## src/rtl/rsw_pkg.sv

```systemverilog
package rsw_pkg;
  parameter int NSRC = 4;
  parameter int IDXW = 2;
  parameter int SCW  = 3;
  parameter int PW   = 4;
  parameter int MNW  = 8;
  parameter int NBANK = 2;

  localparam logic [SCW-1:0] SRC_CODES [NSRC] = '{3'd1, 3'd2, 3'd4, 3'd6};

  typedef struct packed {
    logic [SCW-1:0] src;
    logic [PW-1:0]  pre;
    logic [MNW-1:0] m;
    logic [MNW-1:0] n;
  } rate_cfg_t;

  typedef enum logic [3:0] {
    S_IDLE, S_PARK, S_RSTON, S_WMN, S_WMODE, S_RSTOFF, S_WCFG, S_SWAP, S_WAKE
  } seq_st_t;

  function automatic logic [IDXW-1:0] src_index(input logic [SCW-1:0] code);
    logic [IDXW-1:0] idx;
    logic hit;
    idx = '0;
    hit = 1'b0;
    for (int i = 0; i < NSRC; i++) begin
      if (!hit && code == SRC_CODES[i]) begin
        idx = IDXW'(i);
        hit = 1'b1;
      end
    end
    return idx;
  endfunction
endpackage

```

## src/rtl/rsw_tickgen.sv

```systemverilog
module rsw_tickgen
  import rsw_pkg::*;
(
  input  logic           clk,
  input  logic           rst_n,
  input  logic           hold,
  input  logic           src_en,
  input  logic [PW-1:0]  pre,
  input  logic           mn_on,
  input  logic [MNW-1:0] m,
  input  logic [MNW-1:0] n,
  output logic           tick
);
  logic [PW-1:0] pcnt;
  logic [MNW:0]  acc;
  logic [MNW:0]  sum;
  logic          pre_hit;

  assign pre_hit = src_en && (pcnt == pre);
  assign sum     = acc + {1'b0, m};

  always_ff @(posedge clk or negedge rst_n) begin
    if (!rst_n) begin
      pcnt <= '0;
      acc  <= '0;
      tick <= 1'b0;
    end else if (hold) begin
      pcnt <= '0;
      acc  <= '0;
      tick <= 1'b0;
    end else begin
      tick <= 1'b0;
      if (src_en) pcnt <= pre_hit ? '0 : pcnt + 1'b1;
      if (pre_hit) begin
        if (mn_on) begin
          if (sum >= {1'b0, n}) begin
            acc  <= sum - {1'b0, n};
            tick <= 1'b1;
          end else begin
            acc <= sum;
          end
        end else begin
          tick <= 1'b1;
        end
      end
    end
  end
endmodule

```

## src/rtl/rsw_banks.sv

```systemverilog
module rsw_banks
  import rsw_pkg::*;
(
  input  logic                        clk,
  input  logic                        rst_n,
  input  logic [NSRC-1:0]             src_tick,
  input  logic                        wr_bank,
  input  logic                        wr_rst_set,
  input  logic                        wr_mn,
  input  logic                        wr_mode,
  input  logic                        wr_rst_clr,
  input  logic                        wr_cfg,
  input  rate_cfg_t                   wdata,
  output logic [NBANK-1:0]            bank_tick,
  output logic [NBANK-1:0]            bank_rst,
  output logic [NBANK-1:0][IDXW-1:0]  bank_src_idx
);
  for (genvar b = 0; b < NBANK; b++) begin : g_bank
    rate_cfg_t       cfg;
    logic            mn_on;
    logic            hold;
    logic            sel;
    logic [IDXW-1:0] sidx;

    assign sel  = (wr_bank == b[0]);
    assign sidx = src_index(cfg.src);

    always_ff @(posedge clk or negedge rst_n) begin
      if (!rst_n) begin
        cfg.src <= SRC_CODES[0];
        cfg.pre <= '0;
        cfg.m   <= '0;
        cfg.n   <= '0;
        mn_on   <= 1'b0;
        hold    <= 1'b0;
      end else if (sel) begin
        if (wr_rst_set) hold <= 1'b1;
        if (wr_rst_clr) hold <= 1'b0;
        if (wr_mn) begin
          cfg.m <= wdata.m;
          cfg.n <= wdata.n;
        end
        if (wr_mode) mn_on <= (wdata.n != '0);
        if (wr_cfg) begin
          cfg.pre <= wdata.pre;
          cfg.src <= wdata.src;
        end
      end
    end

    rsw_tickgen u_tg (
      .clk   (clk),
      .rst_n (rst_n),
      .hold  (hold),
      .src_en(src_tick[sidx]),
      .pre   (cfg.pre),
      .mn_on (mn_on),
      .m     (cfg.m),
      .n     (cfg.n),
      .tick  (bank_tick[b])
    );

    assign bank_rst[b]     = hold;
    assign bank_src_idx[b] = sidx;
  end
endmodule

```

## src/rtl/rsw_gfmux.sv

```systemverilog
module rsw_gfmux (
  input  logic clk,
  input  logic rst_n,
  input  logic want_mn,
  output logic gate_ref,
  output logic gate_mn
);
  logic arm_ref, arm_mn;

  always_ff @(posedge clk or negedge rst_n) begin
    if (!rst_n) begin
      arm_ref  <= 1'b1;
      gate_ref <= 1'b1;
      arm_mn   <= 1'b0;
      gate_mn  <= 1'b0;
    end else begin
      arm_mn   <= want_mn && !gate_ref;
      gate_mn  <= arm_mn && want_mn;
      arm_ref  <= !want_mn && !gate_mn;
      gate_ref <= arm_ref && !want_mn;
    end
  end
endmodule

```

## src/rtl/rsw_seq.sv

```systemverilog
module rsw_seq
  import rsw_pkg::*;
(
  input  logic      clk,
  input  logic      rst_n,
  input  logic      out_en,
  input  logic      upd_valid,
  input  rate_cfg_t upd_cfg,
  input  logic      gate_ref,
  input  logic      gate_mn,
  input  logic      act_tick,
  output logic      upd_ready,
  output rate_cfg_t cfg_q,
  output logic      en_lat,
  output logic      bank_sel,
  output logic      wr_bank,
  output logic      wr_rst_set,
  output logic      wr_mn,
  output logic      wr_mode,
  output logic      wr_rst_clr,
  output logic      wr_cfg,
  output logic      wr_any,
  output logic      want_mn
);
  seq_st_t st;
  logic    alive;
  logic    swap_now;

  assign upd_ready  = (st == S_IDLE);
  assign wr_bank    = en_lat ? ~bank_sel : bank_sel;
  assign wr_rst_set = (st == S_RSTON);
  assign wr_mn      = (st == S_WMN);
  assign wr_mode    = (st == S_WMODE);
  assign wr_rst_clr = (st == S_RSTOFF);
  assign wr_cfg     = (st == S_WCFG);
  assign wr_any     = wr_rst_set | wr_mn | wr_mode | wr_rst_clr | wr_cfg;
  assign swap_now   = (st == S_SWAP) && act_tick;
  assign want_mn    = ((st == S_IDLE) || (st == S_WAKE)) && out_en && alive;

  always_ff @(posedge clk or negedge rst_n) begin
    if (!rst_n) begin
      st       <= S_IDLE;
      cfg_q    <= '0;
      en_lat   <= 1'b0;
      bank_sel <= 1'b0;
      alive    <= 1'b0;
    end else begin
      if (swap_now || (wr_rst_set && !en_lat)) alive <= 1'b0;
      else if (act_tick)                       alive <= 1'b1;
      unique case (st)
        S_IDLE: if (upd_valid) begin
          cfg_q  <= upd_cfg;
          en_lat <= out_en;
          st     <= S_PARK;
        end
        S_PARK:   if (gate_ref) st <= S_RSTON;
        S_RSTON:  st <= S_WMN;
        S_WMN:    st <= S_WMODE;
        S_WMODE:  st <= S_RSTOFF;
        S_RSTOFF: st <= S_WCFG;
        S_WCFG:   st <= en_lat ? S_SWAP : S_IDLE;
        S_SWAP: if (swap_now) begin
          bank_sel <= ~bank_sel;
          st       <= S_WAKE;
        end
        S_WAKE:   if (!out_en || gate_mn) st <= S_IDLE;
        default:  st <= S_IDLE;
      endcase
    end
  end
endmodule

```

## src/rtl/dualbank_rate_sw.sv

```systemverilog
module dualbank_rate_sw
  import rsw_pkg::*;
(
  input  logic            clk,
  input  logic            rst_n,
  input  logic            out_en,
  input  logic            ref_tick,
  input  logic [NSRC-1:0] src_tick,
  input  logic            upd_valid,
  output logic            upd_ready,
  input  logic [SCW-1:0]  upd_src,
  input  logic [PW-1:0]   upd_pre,
  input  logic [MNW-1:0]  upd_m,
  input  logic [MNW-1:0]  upd_n,
  output logic            out_tick,
  output logic            bank_sel,
  output logic            mux_on_mn,
  output logic [IDXW-1:0] act_src_idx
);
  rate_cfg_t                  upd_cfg, cfg_q;
  logic                       en_lat, wr_bank, wr_any, want_mn;
  logic                       wr_rst_set, wr_mn, wr_mode, wr_rst_clr, wr_cfg;
  logic                       gate_ref, gate_mn, act_tick;
  logic [NBANK-1:0]           bank_tick, bank_rst;
  logic [NBANK-1:0][IDXW-1:0] bank_src_idx;

  assign upd_cfg = '{src: upd_src, pre: upd_pre, m: upd_m, n: upd_n};

  rsw_seq u_seq (
    .clk(clk), .rst_n(rst_n), .out_en(out_en), .upd_valid(upd_valid),
    .upd_cfg(upd_cfg), .gate_ref(gate_ref), .gate_mn(gate_mn),
    .act_tick(act_tick), .upd_ready(upd_ready), .cfg_q(cfg_q),
    .en_lat(en_lat), .bank_sel(bank_sel), .wr_bank(wr_bank),
    .wr_rst_set(wr_rst_set), .wr_mn(wr_mn), .wr_mode(wr_mode),
    .wr_rst_clr(wr_rst_clr), .wr_cfg(wr_cfg), .wr_any(wr_any),
    .want_mn(want_mn)
  );

  rsw_banks u_banks (
    .clk(clk), .rst_n(rst_n), .src_tick(src_tick), .wr_bank(wr_bank),
    .wr_rst_set(wr_rst_set), .wr_mn(wr_mn), .wr_mode(wr_mode),
    .wr_rst_clr(wr_rst_clr), .wr_cfg(wr_cfg), .wdata(cfg_q),
    .bank_tick(bank_tick), .bank_rst(bank_rst), .bank_src_idx(bank_src_idx)
  );

  rsw_gfmux u_mux (
    .clk(clk), .rst_n(rst_n), .want_mn(want_mn),
    .gate_ref(gate_ref), .gate_mn(gate_mn)
  );

  assign act_tick    = bank_tick[bank_sel];
  assign act_src_idx = bank_src_idx[bank_sel];
  assign mux_on_mn   = gate_mn;
  assign out_tick    = (gate_mn && act_tick) || (gate_ref && ref_tick);
endmodule

```

## config.mk

```make
export PLATFORM = sky130hd
export DESIGN_NAME = dualbank_rate_sw
export DESIGN_NICKNAME = d
export VERILOG_FILES = /design/src/rtl/rsw_pkg.sv /design/src/rtl/rsw_tickgen.sv /design/src/rtl/rsw_banks.sv /design/src/rtl/rsw_gfmux.sv /design/src/rtl/rsw_seq.sv /design/src/rtl/dualbank_rate_sw.sv
export SDC_FILE = /design/constraint.sdc
export NUM_CORES = 1
export LEC_CHECK = 0
export ABC_AREA = 0
export CORE_MARGIN = 5
export CORE_UTILIZATION = 52
export CTS_CLUSTER_DIAMETER = 60
export DETAILED_ROUTE_END_ITERATION = 8
export GPL_ROUTABILITY_DRIVEN = 0
export PLACE_DENSITY = 0.71
export SYNTH_ARGS = -nofsm -noshare
export SYNTH_HDL_FRONTEND = slang
export SYNTH_SLANG_ARGS = --single-unit
```

## constraint.sdc

```tcl
create_clock -name clk -period 4.1 [get_ports clk]
set_clock_uncertainty 0.05 [all_clocks]
set_input_delay 0.82 -clock clk [delete_from_list [all_inputs] [get_ports clk]]
set_output_delay 0.82 -clock clk [all_outputs]
set_load 0.005 [all_outputs]
```

==> impl_metrics.py <==
metrics = {
    "status": {
        "status": "finished, final reports clean",
    },
    "place": {
        "io_buffers": 37,
        "dpl.hpwl_um": 9480,
    },
    "cts": {
        "clockBufferDepth": 2,
        "cts_resized": 0,
        "cts_tree": "yes",
        "cts_sinks": 112,
        "h-tree-depth": 3,
        "cts_buffers": 9,
        "clkTransAtPathRegs_ns": 0.07,
        "cts_setup_buffers": 0,
        "cts_root_buf": "clkbuf_16",
        "cts_hold_buffers": 0,
        "clk_latency_ns": 0.35,
    },
    "drt": {
        "num_vias": 4365,
        "antenna_left": 0,
        "routed_wl_um": 12800,
        "drtIter0Drc": 205,
        "dr.pass1.iters": 4,
        "routed_via_density": 5.69,
        "wl_per_cell_um": 16.7,
        "drc": 0,
    },
    "setup_path": {
        "cp_cell_sequence": "ha_1 > inv_1 > fa_1 > nand2b_1 > a21oi_1 > nor2_1 > xnor2_1 > ha_1 > nand4_1 > nor2_1 > or3b_1 > mux2i_1 > nand2b_2 > mux2_4 > o21ai_2",
        "max_stage_delay_ns": 0.44,
        "start_kind": "flop",
        "path_delay_family": "simple AND/OR/NAND/NOR gates",
        "critical_path_depth": 15,
        "crit_buf_inv": 1,
        "path_max_fanout": 9,
        "r2r_slack_ns": 0.45,
        "r2r_end": "u_banks.g_bank[1].u_tg.acc[0]$_DFFE_PN0P_",
        "cp_data_required_time_ns": 4.33,
        "rr_startpoint": "u_banks.g_bank[1].u_tg.acc[0]$_DFFE_PN0P_",
        "crit_path_end": "u_banks.g_bank[1].u_tg.acc[0]$_DFFE_PN0P_",
        "cp-end-kind": "flop",
        "critPathKind": "flop to flop",
        "ff2ff_path_depth": 15,
        "cp_slowest_cell": "fa_1",
        "arrival_ns": 3.89,
        "crit_path_start": "u_banks.g_bank[1].u_tg.acc[0]$_DFFE_PN0P_",
    },
    "floorplan": {
        "die-area_sq_um": 14400,
        "start_util": 0.528,
        "num_rows": 40,
        "die_w_um": 120,
        "ioPinCount": 38,
        "fp.dieH_um": 120,
        "core_area_sq_um": 11900,
    },
    "grt": {
        "gr-usage-met3": 0.0358,
        "grt_overflow": 0,
        "busiest_layer": "met2",
        "grt_pass1_wl_um": 21700,
        "met2_usage": 0.301,
        "antenna_found_initial": 0,
        "grt_max_degree": 60,
        "grt_pass1_vias": 4475,
        "met1_usage": 0.256,
        "grt_util_all_layers": 0.188,
    },
    "yosys": {
        "synth-seq-cells": 112,
        "ys_seq_area_frac": 0.446,
        "synth-edff-count": 0,
        "ys_types": 60,
        "yosys-top-cells-area": "dfrtp_1 (43%), mux2_2 (14%), ha_1 (6.8%), xnor2_1 (3.6%), nor2_1 (2.6%)",
        "syn_area_per_cell_sq_um": 10.8,
        "synth_fp_nets": 650,
        "synth_cells": 580,
        "ys_warn_count": 0,
        "synthFlopType": "dfrtp_1",
        "synth_top_area_share": 0.430,
        "synth_area_leader_cell": "dfrtp_1",
        "mappedNetlistArea_sq_um": 6290,
        "async_reset_ff_frac": 1.00,
    },
    "sta": {
        "tightest_slew_ns": 1.01,
        "fin_setup_tns_ns": 0,
        "slew_headroom": 0.322,
        "rsz0062_at_grt": "no",
        "period_minus_slack_ns": 3.65,
        "finalSetupViolations": 0,
        "fmax_mhz": 274,
        "hold_viol_final": 0,
        "slew_viol_final": 0,
        "post-route-period-util": 0.891,
    },
    "job": {
        "drv_cap": 0,
    },
    "layout": {
        "num-nets-final": 685,
        "final_layout_size_suffix_gt1_frac": 0.185,
        "area_growth_pct": 13.0,
        "n_antenna_cell": 0,
        "fillerInstances": 997,
    },
    "min_path": {
        "hp-class": "flop to flop",
    },
}
==> Yosys cell counts (all sizes together) (10+ instances only) <==
cell,number
dfrtp,108
mux2,78
nor2,44
nand2,40
ha,34
o21ai,32
a21oi,31
inv,31
xnor2,26
mux2i,12
nand2b,12
clkbuf,10
nor3,10
xor2,10
==> final cells by class <==
type                    instances  area (sq um)  area share
multi-input cells             421          3290       0.463
flip-flops and latches        112          2810       0.395
repair buffers                 40           403      0.0567
clock buffers                  13           260      0.0366
well taps                     147           184      0.0259
inverters                      31           116      0.0164
clock inverters                 3          48.8     0.00686
==> cells by family after synthesis <==
family                     share of synthesized area
AOI/OAI and AO/OA                              0.106
xor gates and xnor gates                      0.0513
adders and majority gates                     0.0804
buffers and inverters                         0.0312
DFF                                            0.446
muxes                                          0.160
and+or+nand+nor                                0.125
==> layout by cell type, fill, tap and decap left out, drive strengths merged, types with 2 or more instances in the layout <==
master           n
dfrtp          108
mux2            78
nor2            44
nand2           40
clkdlybuf4s50   36
ha              34
inv             32
o21ai           32
a21oi           31
xnor2           26
clkbuf          13
mux2i           12
nand2b          12
nor3            10
xor2            10
nor2b            9
a21o             7
o21a             7
nand4            6
nor4             6
nand3            5
nand3b           5
and3             4
a31oi            4
or3              4
fa               4
dfstp            4
buf              4
o31a             3
o41ai            3
and2             3
a22oi            2
a211oi           2
o31ai            2
o22ai            2
==> flip-flops by register name, summed over array words and instances, names as in the netlist <==
signal / flops
u_banks.g_bank.u_tg.acc: 18
u_banks.g_bank.u_tg.pcnt: 8
u_banks.g_bank.mn_on: 2
u_mux.arm_ref: 1
u_banks.g_bank.u_tg.tick: 2
u_banks.g_bank.hold: 2
u_seq.st: 4
u_seq.en_lat: 1
u_seq.alive: 1
u_mux.gate_mn: 1
u_banks.g_bank.cfg: 46
u_seq.cfg_q: 23
u_seq.bank_sel: 1
u_mux.gate_ref: 1
u_mux.arm_mn: 1
==> metrics by stage <==
stage	setup slack, ns	cell area, sq um	utilization	cells	hold slack, ns
after floorplan	0.812	6290	-	580	0.359
after global placement	0.430	6800	0.571	751	0.354
after detailed placement	0.332	6800	0.571	751	0.353
after CTS	0.291	7110	0.597	767	0.365
after global routing	0.148	7110	0.597	767	0.410
final	0.447	7110	0.597	767	0.363
==> worst min path at each step <==
stage | startpoint | end | slack [ns] | cells past startpoint
3_3_place_gp | u_mux.gate_mn$_DFF_PN0_ | u_mux.arm_ref$_DFF_PN1_ | 0.35 | 1
4_1_cts | u_mux.gate_mn$_DFF_PN0_ | u_mux.arm_ref$_DFF_PN1_ | 0.37 | 1
6_report | u_mux.gate_mn$_DFF_PN0_ | u_mux.arm_ref$_DFF_PN1_ | 0.36 | 1
3_5_place_dp | u_mux.gate_mn$_DFF_PN0_ | u_mux.arm_ref$_DFF_PN1_ | 0.35 | 1
5_1_grt | u_mux.gate_mn$_DFF_PN0_ | u_mux.arm_ref$_DFF_PN1_ | 0.41 | 1
2_1_floorplan | u_mux.gate_mn$_DFF_PN0_ | u_mux.arm_ref$_DFF_PN1_ | 0.36 | 1
==> metal layers <==
| metal | vias to the layer above | share of wire |
|---|---|---|
| li1 | 2111 | - |
| met1 | 2183 | 0.47 |
| met2 | 53 | 0.48 |
| met3 | 18 | 0.036 |
| met4 | 0 | 0.016 |
| met5 | - | 0 |
Power is left out: the tool's default activity adds up to more than one toggle a clock period on the data nets, which glitch-free logic cannot reach.
